$ cat config.mk
export PLATFORM = sky130hd
export DESIGN_NAME = lux_window_irq
export DESIGN_NICKNAME = d
export VERILOG_FILES = /design/src/rtl/lwi_pkg.sv /design/src/rtl/lwi_window.sv /design/src/rtl/lwi_run_cnt.sv /design/src/rtl/lwi_flag.sv /design/src/rtl/lux_window_irq.sv
export SDC_FILE = /design/constraint.sdc
export NUM_CORES = 1
export LEC_CHECK = 0
export BUFFER_PORTS_ARGS = -buffer_cell sky130_fd_sc_hd__clkbuf_2
export CAP_MARGIN = 30
export CORE_ASPECT_RATIO = 1.75
export CORE_MARGIN = 1
export CORE_UTILIZATION = 49
export DETAILED_ROUTE_END_ITERATION = 10
export GPL_TIMING_DRIVEN = 0
export PLACE_DENSITY = 0.88
export SYNTH_ARGS = -nofsm -noshare
export SYNTH_HDL_FRONTEND = slang
export SYNTH_SLANG_ARGS = --single-unit
$ cat constraint.sdc
create_clock -name clk_i -period 2.5 [get_ports clk_i]
set_input_delay 0.25 -clock clk_i [delete_from_list [all_inputs] [get_ports clk_i]]
set_output_delay 0.25 -clock clk_i [all_outputs]
set_load 0.02 [all_outputs]
$ cat src/rtl/lwi_pkg.sv
`timescale 1ns/1ps
package lwi_pkg;
  localparam int unsigned DATA_W  = 16;
  localparam int unsigned RUN_MAX = 16;
  localparam int unsigned RUN_W   = $clog2(RUN_MAX + 1);

  typedef logic [1:0]       persist_t;
  typedef logic [RUN_W-1:0] run_t;

  // 00 -> 1, 01 -> 4, 10 -> 8, 11 -> 16
  function automatic run_t run_need(persist_t code);
    if (code == 2'b00) return run_t'(1);
    return run_t'(1) << (run_t'(code) + run_t'(1));
  endfunction
endpackage

$ cat src/rtl/lwi_window.sv
`timescale 1ns/1ps
module lwi_window #(
  parameter int unsigned W = 16
) (
  input  logic [W-1:0] data_i,
  input  logic [W-1:0] lo_i,
  input  logic [W-1:0] hi_i,
  output logic         out_o
);
  // both limits count as outside
  assign out_o = (data_i <= lo_i) || (data_i >= hi_i);
endmodule

$ cat src/rtl/lwi_run_cnt.sv
`timescale 1ns/1ps
module lwi_run_cnt
  import lwi_pkg::*;
(
  input  logic     clk_i,
  input  logic     rst_ni,
  input  logic     done_i,
  input  logic     out_i,
  input  logic     clr_i,
  input  persist_t code_i,
  output logic     trig_o
);
  run_t     cnt_q, cnt_d, base, need;
  persist_t code_q;
  logic     chg;

  assign need = run_need(code_i);
  assign chg  = (code_i != code_q);
  // clear or code change discards the run so far
  assign base = (clr_i || chg) ? '0 : cnt_q;

  always_comb begin
    cnt_d = base;
    if (done_i) begin
      if (!out_i)                      cnt_d = '0;
      else if (base < run_t'(RUN_MAX)) cnt_d = base + run_t'(1);
    end
  end

  assign trig_o = done_i && out_i && ((base + run_t'(1)) >= need);

  always_ff @(posedge clk_i or negedge rst_ni) begin
    if (!rst_ni) begin
      cnt_q  <= '0;
      code_q <= '0;
    end else begin
      cnt_q  <= cnt_d;
      code_q <= code_i;
    end
  end

  AST_NO_OVERFLOW: assert property (@(posedge clk_i) disable iff (!rst_ni)
    cnt_q <= run_t'(RUN_MAX));
  AST_IN_WINDOW_ZERO: assert property (@(posedge clk_i) disable iff (!rst_ni)
    (done_i && !out_i) |=> (cnt_q == '0));
  AST_IDLE_HOLD: assert property (@(posedge clk_i) disable iff (!rst_ni)
    (!done_i && !clr_i && (code_i == code_q)) |=> $stable(cnt_q));
  AST_CODE_RESTART: assert property (@(posedge clk_i) disable iff (!rst_ni)
    (code_i != code_q) |=> (cnt_q <= run_t'(1)));
endmodule

$ cat src/rtl/lwi_flag.sv
`timescale 1ns/1ps
module lwi_flag (
  input  logic clk_i,
  input  logic rst_ni,
  input  logic trig_i,
  input  logic clr_i,
  output logic sts_o,
  output logic irq_no
);
  logic sts_q;

  always_ff @(posedge clk_i or negedge rst_ni) begin
    if (!rst_ni)     sts_q <= 1'b0;
    else if (trig_i) sts_q <= 1'b1; // trigger beats clear
    else if (clr_i)  sts_q <= 1'b0;
  end

  assign sts_o  = sts_q;
  assign irq_no = ~sts_q;

  AST_TRIG_SETS: assert property (@(posedge clk_i) disable iff (!rst_ni)
    trig_i |=> sts_q);
  AST_CLEAR_DROPS: assert property (@(posedge clk_i) disable iff (!rst_ni)
    (clr_i && !trig_i) |=> !sts_q);
  AST_STICKY: assert property (@(posedge clk_i) disable iff (!rst_ni)
    (sts_q && !clr_i) |=> sts_q);
  AST_ROSE_NEEDS_TRIG: assert property (@(posedge clk_i) disable iff (!rst_ni)
    $rose(sts_q) |-> $past(trig_i));
endmodule

$ cat src/rtl/lux_window_irq.sv
`timescale 1ns/1ps
module lux_window_irq
  import lwi_pkg::*;
#(
  parameter int unsigned DW = lwi_pkg::DATA_W
) (
  input  logic            clk_i,
  input  logic            rst_ni,
  input  logic            conv_done_i,
  input  logic [DW-1:0]   conv_data_i,
  input  logic [DW/2-1:0] lo_lsb_i,
  input  logic [DW/2-1:0] lo_msb_i,
  input  logic [DW/2-1:0] hi_lsb_i,
  input  logic [DW/2-1:0] hi_msb_i,
  input  logic [1:0]      persist_i,
  input  logic            clear_i,
  output logic            irq_sts_o,
  output logic            irq_no
);
  localparam int unsigned BW = DW / 2;

  logic [DW-1:0] lo_thr, hi_thr;
  logic          out_win, trig;

  assign lo_thr = {lo_msb_i, lo_lsb_i};
  assign hi_thr = {hi_msb_i, hi_lsb_i};

  lwi_window #(.W(DW)) i_window (
    .data_i (conv_data_i),
    .lo_i   (lo_thr),
    .hi_i   (hi_thr),
    .out_o  (out_win)
  );

  lwi_run_cnt i_run_cnt (
    .clk_i  (clk_i),
    .rst_ni (rst_ni),
    .done_i (conv_done_i),
    .out_i  (out_win),
    .clr_i  (clear_i),
    .code_i (persist_i),
    .trig_o (trig)
  );

  lwi_flag i_flag (
    .clk_i  (clk_i),
    .rst_ni (rst_ni),
    .trig_i (trig),
    .clr_i  (clear_i),
    .sts_o  (irq_sts_o),
    .irq_no (irq_no)
  );

  AST_PIN_FOLLOWS: assert property (@(posedge clk_i) disable iff (!rst_ni)
    irq_no != irq_sts_o);
  AST_DONE_ONLY: assert property (@(posedge clk_i) disable iff (!rst_ni)
    $rose(irq_sts_o) |-> $past(conv_done_i));
  AST_BYTE_SPLIT: assert property (@(posedge clk_i) disable iff (!rst_ni)
    (conv_done_i && !clear_i && (conv_data_i > lo_thr) && (conv_data_i < hi_thr) && !irq_sts_o)
      |=> !irq_sts_o);
endmodule

After elaboration in Yosys (flattened, before gate mapping). Cells that the tools add are included.

$add $sub $neg: 2. Magnitude comparators: 4. Equality and inequality tests: 1. Shift operators: 1. Multiplexer cells: 9. Bitwise gates (word level): 1. Reductions and logical operators: 6.

Operator list (number): 2-to-1 mux 5 bit (6); >= comparator 16 bit (1); less-or-equal comparator 16 bit (1); adder 5 x 1 -> 5 bit, second input constant (1); >= comparator 5 bit (1); less-than comparator 5 bit, second input constant (1); left shift 1 x 5 -> 5 bit, first input constant (1); adder 2 x 1 -> 3 bit, second input constant (1); 2-to-1 mux 1 bit (3); logical AND 1 bit (2); zero test 2 bit (1); logical OR 1 bit (2); inequality test 2 bit (1); nonzero test 2 bit (1); inverter 1 bit (1).

Register bits: 8. Output and inout bits: 2. Logic and storage cells: 27.

Logic depth before layout (Yosys ltp).
Depth in word-level cells: 7. Gate-level depth with buffers: 10. Mapped depth without buffers: 10.

Modules after synthesis. A second synthesis with hierarchy kept.

Cells, all modules: 176. Area total of the unflattened synthesis: 1361.3 um2.

Modules (own cells, without submodules): lwi_window (instances 1, cells an instance 109, area each 774.5 um2); lwi_run_cnt (instances 1, cells an instance 64, area each 546.8 um2); lwi_flag (instances 1, cells an instance 3, area each 40.0 um2).

Worst setup path after synthesis. Ideal clock, no wire load.

Kind: register to register. Start: register i_run_cnt.code_q[1]. End: register i_flag.sts_q, in the netlist i_flag.sts_o. Library setup time: 133 ps. Arrival time: 2062 ps. Required time: 2367 ps. Setup slack: 304 ps. Stages on the path, launching flop included: 11. Path buffers: 0. Clock period less this slack: 2196 ps. Path through: dfrtp_1 xor2_1 nor3_2 and2_1 ha_1 nand2b_1 a21o_1 a21o_1 a21o_1 a21oi_1 o32ai_2.

Longest elaborated chain between the ends: 7. Elaborated cells between the ends (all ways): 8. Those cells by class: add/sub (1); order compare (1); eq/ne (1); mux (2); reduce/logical (3).

Ends and longest elaborated chain: start: declaration (line lwi_run_cnt.sv:14) `persist_t code_q;`; start signal: assignment (line lwi_run_cnt.sv:38) `code_q <= code_i;`; inequality test 2 bit * (line lwi_run_cnt.sv:18) `assign chg = (code_i != code_q);`; logical OR 1 bit * (line lwi_run_cnt.sv:20) `assign base = (clr_i || chg) ? '0 : cnt_q;`; 2-to-1 mux 5 bit * (line lwi_run_cnt.sv:20); adder 5 x 1 -> 5 bit * (line lwi_run_cnt.sv:30) `assign trig_o = done_i && out_i && ((base + run_t'(1)) >= need);`; >= comparator 5 bit * (line lwi_run_cnt.sv:30); logical AND 1 bit * (line lwi_run_cnt.sv:30); 2-to-1 mux 1 bit or nonzero test 2 bit (tied branches); end signal: assignment (line lwi_flag.sv:13) `if (!rst_ni) sts_q <= 1'b0;`; end signal: assignment (line lwi_flag.sv:14) `else if (trig_i) sts_q <= 1'b1;`; end signal: assignment (line lwi_flag.sv:15) `else if (clr_i) sts_q <= 1'b0;`; end: declaration (line lwi_flag.sv:10) `logic sts_q;`.

Mark *: on every way between the ends. The rest lies on a longest branch, timed or not. A chain may end at the register's enable or synchronous reset.

Final worst setup path. Ends and elaborated chain as after synthesis.

==> flow_metrics.tcl <==
set metrics [dict create \
    slew_viol_final 0 \
    min_from "persist_i[0]" \
    yosys.area.top_type_share_pct 34.3 \
    min_to "i_run_cnt.code_q[0]$_DFF_PN0_" \
    cts_buffer_depth 2 \
    min_path_cells 1 \
    post-synth-top-count-cell "ha_1" \
    intPower_w 0.000349 \
    ys_ff_latch 8 \
    die_y_um 72.3 \
    rrSetupSlack_ns 0.16 \
    seq_power_share_pct 27.1 \
    synth_area_um2 1390 \
    power.density_nw_per_um2 290 \
    worst-path-max-fanout 4 \
    syn_inst 168 \
    timing.rr.end "i_flag.sts_o$_DFFE_PN0P_" \
    clock_skew_ns 0.00281 \
    leakagePower_nw 1.07 \
    fin_nets 323 \
    dr.pass1.iters 3 \
    clk_latency_ns 0.23 \
    die_area_um2 3050 \
    power.share.switching_pct 31.9 \
    hold_class "input pin to flop" \
    synth_top_area_cell "ha_1" \
    grt_setup_unrepaired "false" \
    post_drt_wl_per_cell_um 12.0 \
    clkPwrFrac_pct 29.8 \
    synth_common_cells "38 x ha_1, 33 x inv_1, 11 x a21oi_1, 11 x nand2_1, 8 x dfrtp_1" \
    finalWirelength_mm 3.06 \
    critPathRequiredTime_ns 2.60 \
    h-tree-depth 1 \
    syn_avg_cell_area_um2 8.24 \
    finalCritPeriodShare_pct 93.5 \
    numCtsBuffers 3 \
    ys_warn_count 0 \
    rr_worst_depth 9 \
    r2r-start "i_run_cnt.code_q[1]$_DFF_PN0_" \
    fmax_mhz 428 \
    placeableCoreArea_um2 2690 \
    drt_iter0_markers 15 \
    drc 0 \
    outcome "complete, no violations" \
    power_frac_comb_pct 43.1 \
    synth_cell_types 39 \
    grt_overflow_total 0 \
    async_reset_ff_share_pct 100 \
    fin_crit_ns 2.34 \
    initial_utilization_pct 51.5 \
    grt_pass1_wl_mm 5.24 \
    ys_seq_area_share_pct 14.5 \
    cts_tree "built" \
    port_buffers 55 \
    detail-route-antenna-nets 0 \
    crit_type "flop to flop" \
    vias 1407 \
    dp.cells 250 \
    irDropWorstVdd_uv 385 \
    antenna_found_initial 0 \
    grt_pass1_vias 1477 \
    critPathLaunchType "flop" \
    netSwitchingPower_w 0.000163 \
    synth_edf_count 0 \
    die_x_um 42.2 \
    area_delta_synth_final_pct 27.6 \
    worstPathArrival_ns 2.44 \
    cts_sinks 8 \
    drive_gt1_share_pct 29.3 \
    cp-end-kind "flop" \
    final_cells 256 \
    dp_hpwl_mm 2.77 \
    finalHoldViolCount 0 \
    cts-root-buf "clkbuf_8" \
    synth_ff_type "dfrtp_1" \
    syn_nets 260 \
    holdWs_ns 0.213 \
    setup_viol 0 \
    synth_area_leaders "ha_1 34%, dfrtp_1 14%, inv_1 8.9%, a21oi_1 4.0%, a21o_1 3.8%" \
    ioPinCount 56 \
    gr-usage-all-layers_pct 21.5 \
    finalPower_w 0.000512 \
    grt_max_degree 9 \
    max-cap-violations 0 \
    rows 25 \
    vias_per_cell 5.50 \
    path_clk_slew_ns 0.04 \
    gp_congestion 0.857 \
    finalSetupTns_ns 0 \
    diodes 0 \
]
-- timing repair --
action | in CTS | in global routing
endpoints found under the setup margin | 0 | 1
hold endpoints to repair | 8 | 0
buffers inserted | 0 | 2
hold buffers | 1 | 0
resized for setup | 0 | 1
-- kinds of logic after synthesis --
family | Yosys count | synth area share [%]
AND/OR/NAND/NOR | 40 | 15.7
AO/OA/AOI/OAI | 39 | 20.5
adder cells (fa/ha/maj) | 38 | 34.3
buffers and inverters | 34 | 9.21
flip-flops | 8 | 14.5
XOR/XNOR | 5 | 3.16
multiplexers | 3 | 2.35
other | 1 | 0.271
-- per-layer routing --
layer | track usage [%] | wire [µm] | vias up
met5 | 0 | 0 | -
met4 | 9.03 | 82 | 0
met3 | 3.23 | 179 | 6
met2 | 47.7 | 1790 | 49
met1 | 16.7 | 1010 | 630
li1 | - | - | 722
-- through the flow --
step | setup slack (ns) | instance area [µm²] | util, %
2_1_floorplan | 0.304 | 1390 | -
3_3_place_gp | 0.0537 | 1690 | 63.0
3_5_place_dp | 0.0234 | 1690 | 63.0
4_1_cts | 0.0790 | 1750 | 64.9
5_1_grt | 0.00959 | 1770 | 65.7
6_report | 0.163 | 1770 | 65.7
-- power groups by stage --
stage	registers, W	logic (W)	clock network, W
2_1_floorplan	0.000142	0.000130	0
3_3_place_gp	0.000140	0.000210	0
3_5_place_dp	0.000140	0.000217	0
4_1_cts	0.000139	0.000219	0.000155
5_1_grt	0.000139	0.000255	0.000160
6_report	0.000139	0.000221	0.000152
-- flip-flops by register name, summed over array words and instances, names as in the netlist --
name / count
i_flag.sts_o: 1
i_run_cnt.code_q: 2
i_run_cnt.cnt_q: 5
-- how the worst max path moves through the flow --
stage | startpoint | end
finish | i_run_cnt.code_q[1]$_DFF_PN0_ | i_flag.sts_o$_DFFE_PN0P_
global route | i_run_cnt.code_q[1]$_DFF_PN0_ | i_flag.sts_o$_DFFE_PN0P_
CTS | i_run_cnt.code_q[1]$_DFF_PN0_ | i_flag.sts_o$_DFFE_PN0P_
detailed placement | persist_i[1] | i_flag.sts_o$_DFFE_PN0P_
global placement | persist_i[1] | i_flag.sts_o$_DFFE_PN0P_
floorplan | i_run_cnt.code_q[1]$_DFF_PN0_ | i_flag.sts_o$_DFFE_PN0P_
-- cell usage in the layout, fill, tap and decap left out, types with 3 or more instances in the layout --
cell and instances:
a21o_1 7, clkbuf_8 3, nand2b_1 4, dfrtp_1 8, nand2_1 11, xor2_1 4
inv_1 33, nor2_1 6, ha_1 38, o21ai_0 4, a21oi_1 11, clkbuf_2 55
nand3_1 6
-- worst max-delay path, stage by stage (launching register included) --
cell and delay [ns]:
dfrtp_1 0.37, xor2_1 0.18, or3_1 0.43, nor2_1 0.18, ha_1 0.25, a21o_1 0.15, a21o_1 0.16, a21o_1 0.17
a21oi_1 0.21, o32ai_2 0.10
-- cell type report --
type | instances | area (µm²)
Clock buffer | 3 | 41.3
Tap cell | 27 | 33.8
Multi-Input combinational cell | 126 | 1060
Timing Repair Buffer | 58 | 300
Sequential cell | 8 | 200
Inverter | 33 | 124
Buffer | 1 | 3.75
Fill cell | 244 | 923
(Power assumes the default switching activity.)
